**config.mk**
```make
export PLATFORM = sky130hd
export DESIGN_NAME = wport_top
export DESIGN_NICKNAME = d
export VERILOG_FILES = /design/src/rtl/wport_pkg.sv /design/src/rtl/wport_decode.sv /design/src/rtl/wport_stage.sv /design/src/rtl/wport_commit.sv /design/src/rtl/wport_top.sv
export SDC_FILE = /design/constraint.sdc
export NUM_CORES = 1
export LEC_CHECK = 0
export BUFFER_PORTS_ARGS = -buffer_cell sky130_fd_sc_hd__buf_4
export CAP_MARGIN = 10
export CORE_MARGIN = 2
export CORE_UTILIZATION = 35
export CTS_BUF_LIST = sky130_fd_sc_hd__clkbuf_4 sky130_fd_sc_hd__clkbuf_8
export DETAILED_ROUTE_END_ITERATION = 16
export PLACE_DENSITY_LB_ADDON = 0.25
export RECOVER_POWER = 100
export SLEW_MARGIN = 10
export SYNTH_ARGS = -nofsm -noshare
export SYNTH_HDL_FRONTEND = slang
export SYNTH_SLANG_ARGS = --single-unit
```
**constraint.sdc**
```tcl
create_clock -name clk -period 1.5 [get_ports clk]
set_clock_uncertainty 0.1 [all_clocks]
set_input_delay 0.225 -clock clk [delete_from_list [all_inputs] [get_ports clk]]
set_output_delay 0.225 -clock clk [all_outputs]
set_load 0.005 [all_outputs]
```
**src/rtl/wport_pkg.sv**
```systemverilog
package wport_pkg;
  localparam int unsigned DEF_DATA_W = 8;
  localparam int unsigned DEF_ADDR_W = 10;
  localparam int unsigned DEF_SPAN_W = 8;
  localparam int unsigned DEF_NBYTES = 2;

  function automatic bit is_pow2(input int unsigned v);
    return (v != 0) && ((v & (v - 1)) == 0);
  endfunction
endpackage

```
**src/rtl/wport_decode.sv**
```systemverilog
module wport_decode #(
  parameter int unsigned ADDR_W = 10,
  parameter int unsigned SPAN_W = 8,
  parameter int unsigned NBYTES = 2,
  localparam int unsigned LANE_W = $clog2(NBYTES),
  localparam int unsigned BASE_W = SPAN_W - LANE_W
) (
  input  logic [ADDR_W-1:0] addr,
  input  logic              wr_n,
  input  logic [BASE_W-1:0] base_cfg,
  output logic [NBYTES-1:0] lane_we
);
  logic upper_clear;
  logic hit;

  generate
    if (ADDR_W > SPAN_W) begin : g_upper
      assign upper_clear = (addr[ADDR_W-1:SPAN_W] == '0);
    end else begin : g_noupper
      assign upper_clear = 1'b1;
    end
  endgenerate

  assign hit = !wr_n && upper_clear && (addr[SPAN_W-1:LANE_W] == base_cfg);

  for (genvar l = 0; l < NBYTES; l++) begin : g_lane
    assign lane_we[l] = hit && (addr[LANE_W-1:0] == LANE_W'(l));
  end

  always_comb begin
    assert_onehot_R2: assert ($onehot0(lane_we));
  end

  generate
    if (ADDR_W > SPAN_W) begin : g_upper_chk
      always_comb begin
        if (addr[ADDR_W-1:SPAN_W] != '0)
          assert_upper_block_R3: assert (lane_we == '0);
      end
    end
  endgenerate
endmodule

```
**src/rtl/wport_stage.sv**
```systemverilog
module wport_stage #(
  parameter int unsigned DATA_W = 8,
  parameter int unsigned NBYTES = 2,
  localparam int unsigned NSTG = NBYTES - 1
) (
  input  logic                     clk,
  input  logic                     rst,
  input  logic [NSTG-1:0]          stg_we,
  input  logic [DATA_W-1:0]        din,
  output logic [NSTG*DATA_W-1:0]   stage_q
);
  for (genvar s = 0; s < NSTG; s++) begin : g_stg
    always_ff @(posedge clk) begin
      if (rst) stage_q[s*DATA_W +: DATA_W] <= '0;
      else if (stg_we[s]) stage_q[s*DATA_W +: DATA_W] <= din;
    end
  end

  assert_stage_hold_R7: assert property (@(posedge clk) disable iff (rst)
    (stg_we == '0) |=> $stable(stage_q));
  assert_stage_load_R4: assert property (@(posedge clk) disable iff (rst)
    stg_we[0] |=> (stage_q[DATA_W-1:0] == $past(din)));
endmodule

```
**src/rtl/wport_commit.sv**
```systemverilog
module wport_commit #(
  parameter int unsigned DATA_W = 8,
  parameter int unsigned NBYTES = 2,
  localparam int unsigned WORD_W = DATA_W * NBYTES,
  localparam int unsigned STG_W  = DATA_W * (NBYTES - 1)
) (
  input  logic              clk,
  input  logic              rst,
  input  logic              commit,
  input  logic [DATA_W-1:0] din,
  input  logic [STG_W-1:0]  stage_q,
  output logic [WORD_W-1:0] word_q,
  output logic              fresh
);
  always_ff @(posedge clk) begin
    if (rst) begin
      word_q <= '0;
      fresh  <= 1'b0;
    end else begin
      fresh <= commit;
      if (commit) word_q <= {din, stage_q};
    end
  end

  assert_fresh_rise_R6: assert property (@(posedge clk) disable iff (rst)
    commit |=> fresh);
  assert_fresh_quiet_R6: assert property (@(posedge clk) disable iff (rst)
    !commit |=> !fresh);
  assert_word_hold_R4: assert property (@(posedge clk) disable iff (rst)
    !commit |=> $stable(word_q));
  assert_word_atomic_R5: assert property (@(posedge clk) disable iff (rst)
    commit |=> (word_q[WORD_W-1 -: DATA_W] == $past(din)));
endmodule

```
**src/rtl/wport_top.sv**
```systemverilog
module wport_top #(
  parameter int unsigned DATA_W = wport_pkg::DEF_DATA_W,
  parameter int unsigned ADDR_W = wport_pkg::DEF_ADDR_W,
  parameter int unsigned SPAN_W = wport_pkg::DEF_SPAN_W,
  parameter int unsigned NBYTES = wport_pkg::DEF_NBYTES,
  localparam int unsigned LANE_W = $clog2(NBYTES),
  localparam int unsigned BASE_W = SPAN_W - LANE_W,
  localparam int unsigned WORD_W = DATA_W * NBYTES,
  localparam int unsigned NSTG   = NBYTES - 1
) (
  input  logic              clk,
  input  logic              rst,
  input  logic [ADDR_W-1:0] bus_addr,
  input  logic [DATA_W-1:0] bus_data,
  input  logic              wr_n,
  input  logic [BASE_W-1:0] base_cfg,
  input  logic              out_en,
  output logic [WORD_W-1:0] port_q,
  output logic              fresh
);
  logic [NBYTES-1:0]      lane_we;
  logic [NSTG*DATA_W-1:0] stage_q;
  logic [WORD_W-1:0]      word_q;

  initial begin
    if (NBYTES < 2 || !wport_pkg::is_pow2(NBYTES)) $error("NBYTES must be a power of two >= 2");
    if (SPAN_W > ADDR_W || SPAN_W <= LANE_W) $error("SPAN_W out of range");
  end

  wport_decode #(.ADDR_W(ADDR_W), .SPAN_W(SPAN_W), .NBYTES(NBYTES)) u_dec (
    .addr(bus_addr), .wr_n(wr_n), .base_cfg(base_cfg), .lane_we(lane_we)
  );

  wport_stage #(.DATA_W(DATA_W), .NBYTES(NBYTES)) u_stg (
    .clk(clk), .rst(rst), .stg_we(lane_we[NSTG-1:0]), .din(bus_data), .stage_q(stage_q)
  );

  wport_commit #(.DATA_W(DATA_W), .NBYTES(NBYTES)) u_cmt (
    .clk(clk), .rst(rst), .commit(lane_we[NBYTES-1]), .din(bus_data),
    .stage_q(stage_q), .word_q(word_q), .fresh(fresh)
  );

  assign port_q = out_en ? word_q : '0;

  assert_reset_clear_R1: assert property (@(posedge clk)
    rst |=> (word_q == '0 && stage_q == '0 && !fresh));
endmodule

```
# After elaboration in Yosys (flattened, before gate mapping)
# Index checks and enable logic that the tools add are counted.
[word_totals]
in_bits = 29
word_cells = 12
output_inout_bits = 17
register_bits = 25
mem_bits_rw = 0
rom_bits = 0
n_memories = 0
latchBits = 0
[op_classes]
n_reduce_logical = 6
mux = 1
mul = 0
n_eq_ne = 1
shifts = 0
n_bitwise = 1
n_div = 0
n_addsub = 0
n_lt_le_gt_ge = 0
[op_table]
columns = ["cell", "count"]
rows = [
  ["2-to-1 mux 16 bit", 1],
  ["equality test 7 bit", 1],
  ["logical AND 1 bit", 4],
  ["zero test 2 bit", 1],
  ["zero test 1 bit", 1],
  ["NOT 1 bit", 1],
]

# Depth between registers and ports, before layout
# Gate-level depths: netlist of the first run.
[depth]
word_depth = 4
depth_mapped = 6
mapped_depth_nobuf = 4

# Modules after synthesis
# From an unflattened synthesis of the first run, not the netlist that was laid out.
[unflattened]
cells_unflattened = 110
area_unflattened_um2 = 1124.8
[by_module_without_submodules]
columns = ["module", "seq_area_each_um2", "instances", "area_per_inst_um2", "cells_per_inst"]
rows = [
  ["wport_commit", 340.3, 1, 608.1, 54],
  ["wport_stage", 160.2, 1, 285.3, 26],
  ["wport_top", 0.0, 1, 126.4, 17],
  ["wport_decode", 0.0, 1, 105.1, 13],
]

# Worst setup path after synthesis of the first run
# OpenSTA, ideal clock, no wires.
[synth_timing]
kind = "input -> register"
startpoint = "input bus_addr[0]"
endpoint = "register u_cmt.word_q[10]"
arrival_time_ns = 1.345
path_stages = 6
setup_time_ns = 0.132
slack_ns = -0.077
required_time_ns = 1.268
path_buffers = 3
cell_sequence = "buf_6 or4b_1 buf_6 buf_8 o31ai_1 a21oi_1"
[synth_via]
elab_chain_cells = 1
[synth_lines]
columns = ["element", "line", "source"]
rows = [
  ["start, declared", "wport_top.sv:13", "input logic [ADDR_W-1:0] bus_addr,"],
  ["logical AND 1 bit", "wport_decode.sv:27", "assign lane_we[l] = hit && (addr[LANE_W-1:0] == LANE_W'(l));"],
  ["end signal, assigned", "wport_commit.sv:21", "if (commit) word_q <= {din, stage_q};"],
  ["end, declared", "wport_commit.sv:12", "output logic [WORD_W-1:0] word_q,"],
]
# Every way passes these cells.
# A chain may end at the register's enable or synchronous reset.

# Worst setup path in the final report of the first run
[layout_timing]
startpoint = "input bus_addr[9]"
endpoint = "register u_stg.stage_q[0]"
[layout_via]
elab_chain_cells = 4
[layout_lines]
columns = ["element", "line", "source"]
rows = [
  ["zero test 2 bit", "wport_decode.sv:18", "assign upper_clear = (addr[ADDR_W-1:SPAN_W] == '0);"],
  ["logical AND 1 bit (2 in series)", "wport_decode.sv:24", "assign hit = !wr_n && upper_clear && (addr[SPAN_W-1:LANE_W] == base_cfg);"],
  ["logical AND 1 bit", "wport_decode.sv:27", ""],
  ["end signal, assigned by index", "wport_stage.sv:15", "else if (stg_we[s]) stage_q[s*DATA_W +: DATA_W] <= din;"],
  ["end, declared", "wport_stage.sv:10", "output logic [NSTG*DATA_W-1:0] stage_q"],
]
# Every way passes these cells.

==> reports/qor.txt, run 1 <==
final count of hold timing violations -> 0
hold path endpoint -> u_cmt.word_q[9]$_SDFFE_PP0P_
antenna violations before repair -> 0
met2 Usage GRT -> 28.0%
full die area -> 4370 µm²
# hold bufs at CTS -> 0
cell taking the most area after synthesis -> dfxtp_1
WHS Path Cells -> 3
Tot Pwr -> 1.25 mW
r2r endpoint -> u_cmt.word_q[1]$_SDFFE_PP0P_
CP Max Fanout -> 17
FP Rows -> 22
Max Slew Vio Count -> 0
Setup-failing EPs final -> 0
drt pass-1 iters -> 4
Pwr Density -> 710 nW/µm²
WL/cell -> 13.9 µm
sequential-to-total area share from yosys stat -> 37.1%
CTS tree -> built
leak pwr -> 0.712 nW
FF-to-FF Start -> u_stg.stage_q[1]$_SDFFE_PP0P_
Routability Congestion -> 0.711
number of global-route vias before repair -> 1,131
share of cells above drive strength 1 -> 31.9%
Residual DRC -> 0
crit path capture type -> flop
fillcell total -> 383
routed vias -> 1,200
FF/Latch Area -> 500 µm²
M3 GR Usage -> 2.39%
CP Launch Type -> primary input
R2R Setup Slk -> 700 ps
MaxCap Viol Count -> 0
Fmax achieved -> 726 MHz
Hold Startpoint -> bus_data[1]
Slew @ Worst Pin -> 359 ps
post-detailed-route count of antenna-violating nets -> 0
Worst EP required -> 1550 ps
met1 usage -> 19.8%
Avg Cell Area, Syn -> 9.43 µm²
most frequent cells in the layout -> 39 x buf_4, 25 x dfxtp_1
PostCTS Resize Cnt -> 0
Worst VDD drop -> 0.000334 V
PortBufs -> 45
Bufs on Longest Clock Path -> 2
die width -> 66.1 µm
# IOs -> 46
vias per cell -> 5.15
unrepaired setup endpoints after global routing -> false
Yosys warning total -> 0
Placed Cells -> 229
clk sinks -> 25
# nets final -> 215
H-tree level count -> 1
drt total wl -> 3230 µm
period utilization -> 91.8%
Synthesized Nets -> 172
status -> complete, no violations
Die H -> 66.1 µm
Starting Density -> 36.6%
Hold WC Path Type -> in -> reg
flops & latches, synth -> 25
Mapped Area -> 1350 µm²
largest net degree at the start of global routing -> 34
footprint of the multi-input gates -> 746 µm²
core box area -> 3690 µm²
final core utilization -> 47.8%
Setup Buffers After CTS -> 0
Cell variety after synth -> 22
Worst Path Arrival -> 1430 ps
CTS Root Cell -> clkbuf_8
ant diodes -> 0
commonest non-fill, non-tap cell in the layout -> buf_4
clock-pin slew on the worst setup and hold paths -> 80 ps
1st-iter DRT viols -> 49
class of the most critical setup path -> in -> reg
first-pass GRT wire length -> 5360 µm
HPWL after DPL -> 2460 µm
grt peak-use layer -> met2
R2R cell count -> 2
main area contributors after synthesis -> dfxtp_1 37%, o31ai_1 8.9%, and2_1 7.4%, nand2b_1 7.4%, nand4_1 7.4%
grt ovf -> 0
minimum clock period -> 1380 ps
Final Non-Filler Cells -> 233
gr usage total -> 15.9%
Num CTS Buffers -> 3
area delta synth->final -> 30.8%
later-pin clock latency in the skew report -> 260 ps
post-route setup TNS -> 0 ps
post-synth top area share -> 37.1%
Post-Synthesis Cells -> 143
relative slew slack -> 75.9%
==> through the flow <==
stage	area [µm²]	setup slack, ps	hold slack (ps)
after floorplan	1360	-32.9	275
after global placement	1730	-143	351
after detailed placement	1730	-172	353
after CTS	1780	110	143
after global routing	1760	32.2	140
final	1760	123	143
==> worst max-delay path, stage by stage <==
cell and delay (ps):
clkbuf_1 90, or3_1 380, and4b_1 310, buf_12 150, nand3b_4 130, mux2i_1 140
==> how the worst max path moves through the flow <==
stage,startpoint,slack [ps],endpoint
2_1_floorplan,bus_addr[0],-30,u_cmt.word_q[10]$_SDFFE_PP0P_
3_3_place_gp,bus_addr[9],-140,u_stg.stage_q[0]$_SDFFE_PP0P_
3_5_place_dp,bus_addr[9],-170,u_stg.stage_q[0]$_SDFFE_PP0P_
4_1_cts,bus_addr[9],110,u_stg.stage_q[0]$_SDFFE_PP0P_
5_1_grt,bus_addr[9],30,u_cmt.word_q[6]$_SDFFE_PP0P_
6_report,bus_addr[9],120,u_stg.stage_q[0]$_SDFFE_PP0P_
==> cells in the mapped netlist <==
cell type / number
and4_1: 1
buf_6: 3
nand3b_4: 1
o31ai_1: 16
nand3_1: 1
dfxtp_1: 25
nand2b_1: 16
nand4_2: 1
nand4_1: 16
or3_4: 1
and2_1: 16
clkbuf_1: 5
buf_2: 4
nor4_4: 1
nor4_2: 1
or4b_1: 1
buf_4: 1
and4b_1: 1
buf_8: 1
xnor2_1: 7
mux2i_1: 8
a21oi_1: 16
==> cells by family (layout without fill, tap and decap cells) <==
group	count (synthesis)	count (layout)	share of synthesized area, %
buffers and inverters	14	56	7.05
multiplexers	8	8	5.94
AND/OR/NAND/NOR	57	57	30.5
XOR/XNOR	7	7	4.55
AO/OA/AOI/OAI	32	32	14.8
flip-flops	25	25	37.1
==> registers in the layout, summed over array words and instances, names as in the netlist <==
register       cells
u_cmt.fresh        1
u_cmt.word_q      16
u_stg.stage_q      8
==> per-layer routing <==
layer | routed length [µm] | share of wire, %
met3 | 142 | 4.4
met2 | 1660 | 52
met1 | 1400 | 43
met4 | 24 | 0.74
met5 | 0 | 0
==> layout make-up <==
type | count | share of cell area [%]
Timing Repair Buffer | 52 | 23.2
Clock buffer | 4 | 2.77
Tap cell | 48 | 3.40
Sequential cell | 25 | 28.4
Multi-Input combinational cell | 104 | 42.3
==> power breakdown <==
part           switching, mW  leakage (nW)  internal, mW
Combinational         0.0937         0.484        0.0881
Clock                  0.200        0.0262         0.207
Sequential          0.000127         0.201         0.663
Total                  0.293         0.712         0.959
Power figures use the tool's default switching activity.
==> inputs of run 2 (changes only) <==
==> constraint.sdc (replaced) <==
create_clock -name clk -period 1.5 [get_ports clk]
set_clock_uncertainty 0.1 [all_clocks]
set_input_delay 0.15 -clock clk [delete_from_list [all_inputs] [get_ports clk]]
set_output_delay 0.15 -clock clk [all_outputs]
set_load 0.005 [all_outputs]
==> reports/qor.txt, run 2 (synthesized netlist as in run 1, its figures left out) <==
1st-iter DRT viols -> 65 (+33%)
Logic pwr share -> 14.6% (about the same)
first-pass GRT wire length -> 5350 µm (-0.13%)
slowest CP cell -> or3_1
largest net degree at the start of global routing -> 34 (unchanged)
Worst path top cell family by delay -> simple AND/OR/NAND/NOR gates
Reg with most FFs -> u_cmt.word_q
ant diodes -> 0 (unchanged)
R2R Setup Slk -> 720 ps (+20 ps)
commonest non-fill, non-tap cell in the layout -> buf_4
CP Launch Type -> primary input
Starting Density -> 36.6% (unchanged)
vias per cell -> 5.16 (+0.25%)
final count of hold timing violations -> 0 (unchanged)
share of cells above drive strength 1 -> 32.4% (+0.54 points)
grt ovf -> 0 (unchanged)
clk sinks -> 25 (unchanged)
clock network fraction of total power -> 32.3% (-0.2 points)
post-detailed-route count of antenna-violating nets -> 0 (unchanged)
class of the most critical setup path -> in -> reg
antenna violations before repair -> 0 (unchanged)
area delta synth->final -> 31.4%
Max Slew Vio Count -> 0 (unchanged)
largest registers -> u_cmt.word_q x16, u_stg.stage_q x8, u_cmt.fresh x1
later-pin clock latency in the skew report -> 270 ps (about the same)
PortBufs -> 45 (unchanged)
full die area -> 4370 µm² (unchanged)
Hold WC Path Type -> in -> reg
clock-pin slew on the worst setup and hold paths -> 90 ps (about the same)
CP Buf/Inv Count -> 2 (unchanged)
Slew @ Worst Pin -> 362 ps (+3.27 ps)
crit-path max cell delay -> 390 ps (about the same)
FP Rows -> 22 (unchanged)
sw frac -> 24.7% (+1.3 points)
crit path capture type -> flop
Routability Congestion -> 0.749 (+5.3%)
WL/cell -> 13.5 µm (-2.3%)
net switching power -> 0.309 mW (+5.1%)
drt total wl -> 3160 µm (-2.3%)
Residual DRC -> 0 (unchanged)
WHS -> 49.0 ps (-94.4 ps)
PostCTS Resize Cnt -> 0 (unchanged)
unrepaired setup endpoints after global routing -> false
Worst VDD drop -> 0.000382 V (+14%)
sequential power share -> 53.1% (about the same)
Fmax achieved -> 751 MHz (+3.4%)
# nets final -> 215 (unchanged)
core box area -> 3690 µm² (unchanged)
leak pwr -> 0.711 nW (-0.13%)
Worst Path Arrival -> 1390 ps (-40 ps)
minimum clock period -> 1330 ps (-45.5 ps)
Setup-failing EPs final -> 0 (unchanged)
gr usage total -> 15.6% (-0.30 points)
Bufs on Longest Clock Path -> 2 (unchanged)
CTS tree -> built
H-tree level count -> 1 (unchanged)
die width -> 66.1 µm (unchanged)
MaxCap Viol Count -> 0 (unchanged)
# IOs -> 46 (unchanged)
drt pass-1 iters -> 4 (unchanged)
CP Max Fanout -> 17 (unchanged)
Int Pwr -> 0.940 mW (-2.0%)
HPWL after DPL -> 2350 µm (-4.3%)
post-route setup TNS -> 0 ps (unchanged)
cells along the critical path -> clkbuf_4, or3_1, and4b_1, buf_12, nand3b_4, mux2i_1
most frequent cells in the layout -> 40 x buf_4, 25 x dfxtp_1
max reg flops -> 16 (unchanged)
Worst EP required -> 1560 ps (about the same)
CTS Root Cell -> clkbuf_8
# hold bufs at CTS -> 0 (unchanged)
status -> complete, no violations
number of global-route vias before repair -> 1,193 (+5.5%)
period utilization -> 88.8% (-3.0 points)
Setup Buffers After CTS -> 0 (unchanged)
Num CTS Buffers -> 3 (unchanged)
relative slew slack -> 75.7% (-0.22 points)
Pwr Density -> 704 nW/µm² (-0.78%)
routed vias -> 1,203 (+0.25%)
Die H -> 66.1 µm (unchanged)
==> run 2: cell count changes in the layout (fill, tap and decap cells not counted), sizes merged <==
cell / previous run / this run
clkbuf: 14 / 13
clkinvlp: 0 / 1
==> run 2: worst register-to-register path: cells and delay by family, from the launching register on <==
family           cells  cell delay (ps)
AND/OR/NAND/NOR      1              110
AO/OA/AOI/OAI        1              170
flip-flops           1              340
==> run 2: routing by layer <==
layer  track usage (%)  part of all wire, %  vias up
li1                  -                    -      603
met1              19.8                   44      569
met2              26.0                   50       23
met3              2.21                  3.1        8
met4              6.89                  2.3        0
met5                 0                    0        -
==> run 2: path summary, 6_finish.rpt <==
path,from,endpoint,cells after the start
hold / removal,bus_data[0],u_stg.stage_q[0]$_SDFFE_PP0P_,3
setup reg to reg,u_stg.stage_q[5]$_SDFFE_PP0P_,u_cmt.word_q[5]$_SDFFE_PP0P_,2
hold reg to reg,u_cmt.word_q[1]$_SDFFE_PP0P_,u_cmt.word_q[1]$_SDFFE_PP0P_,2
setup / recovery,bus_addr[9],u_stg.stage_q[1]$_SDFFE_PP0P_,6
==> run 2: final cells by class <==
type | count | area [µm²]
Clock buffer | 3 | 41.3
Multi-Input combinational cell | 104 | 748
Timing Repair Buffer | 52 | 415
Tap cell | 48 | 60.1
Fill cell | 380 | 1920
Clock inverter | 1 | 7.51
Sequential cell | 25 | 500
==> run 2: power groups by stage <==
| stage | clock, mW | sequential [mW] | combinational [mW] |
|---|---|---|---|
| after floorplan | 0 | 0.679 | 0.0945 |
| after global placement | 0 | 0.679 | 0.181 |
| after detailed placement | 0 | 0.679 | 0.183 |
| after CTS | 0.416 | 0.663 | 0.184 |
| after global routing | 0.454 | 0.664 | 0.197 |
| final | 0.403 | 0.663 | 0.182 |
==> run 2: metrics by stage <==
stage,cell area (µm²),power [mW],setup slack [ps],util [%],cells
floorplan,1350,0.773,-2.39,-,143
global placement,1730,0.860,-68.0,46.9,229
detailed placement,1730,0.862,-108,46.9,229
CTS,1780,1.26,187,48.2,233
global route,1770,1.31,116,48.1,233
finish,1770,1.25,168,48.1,233
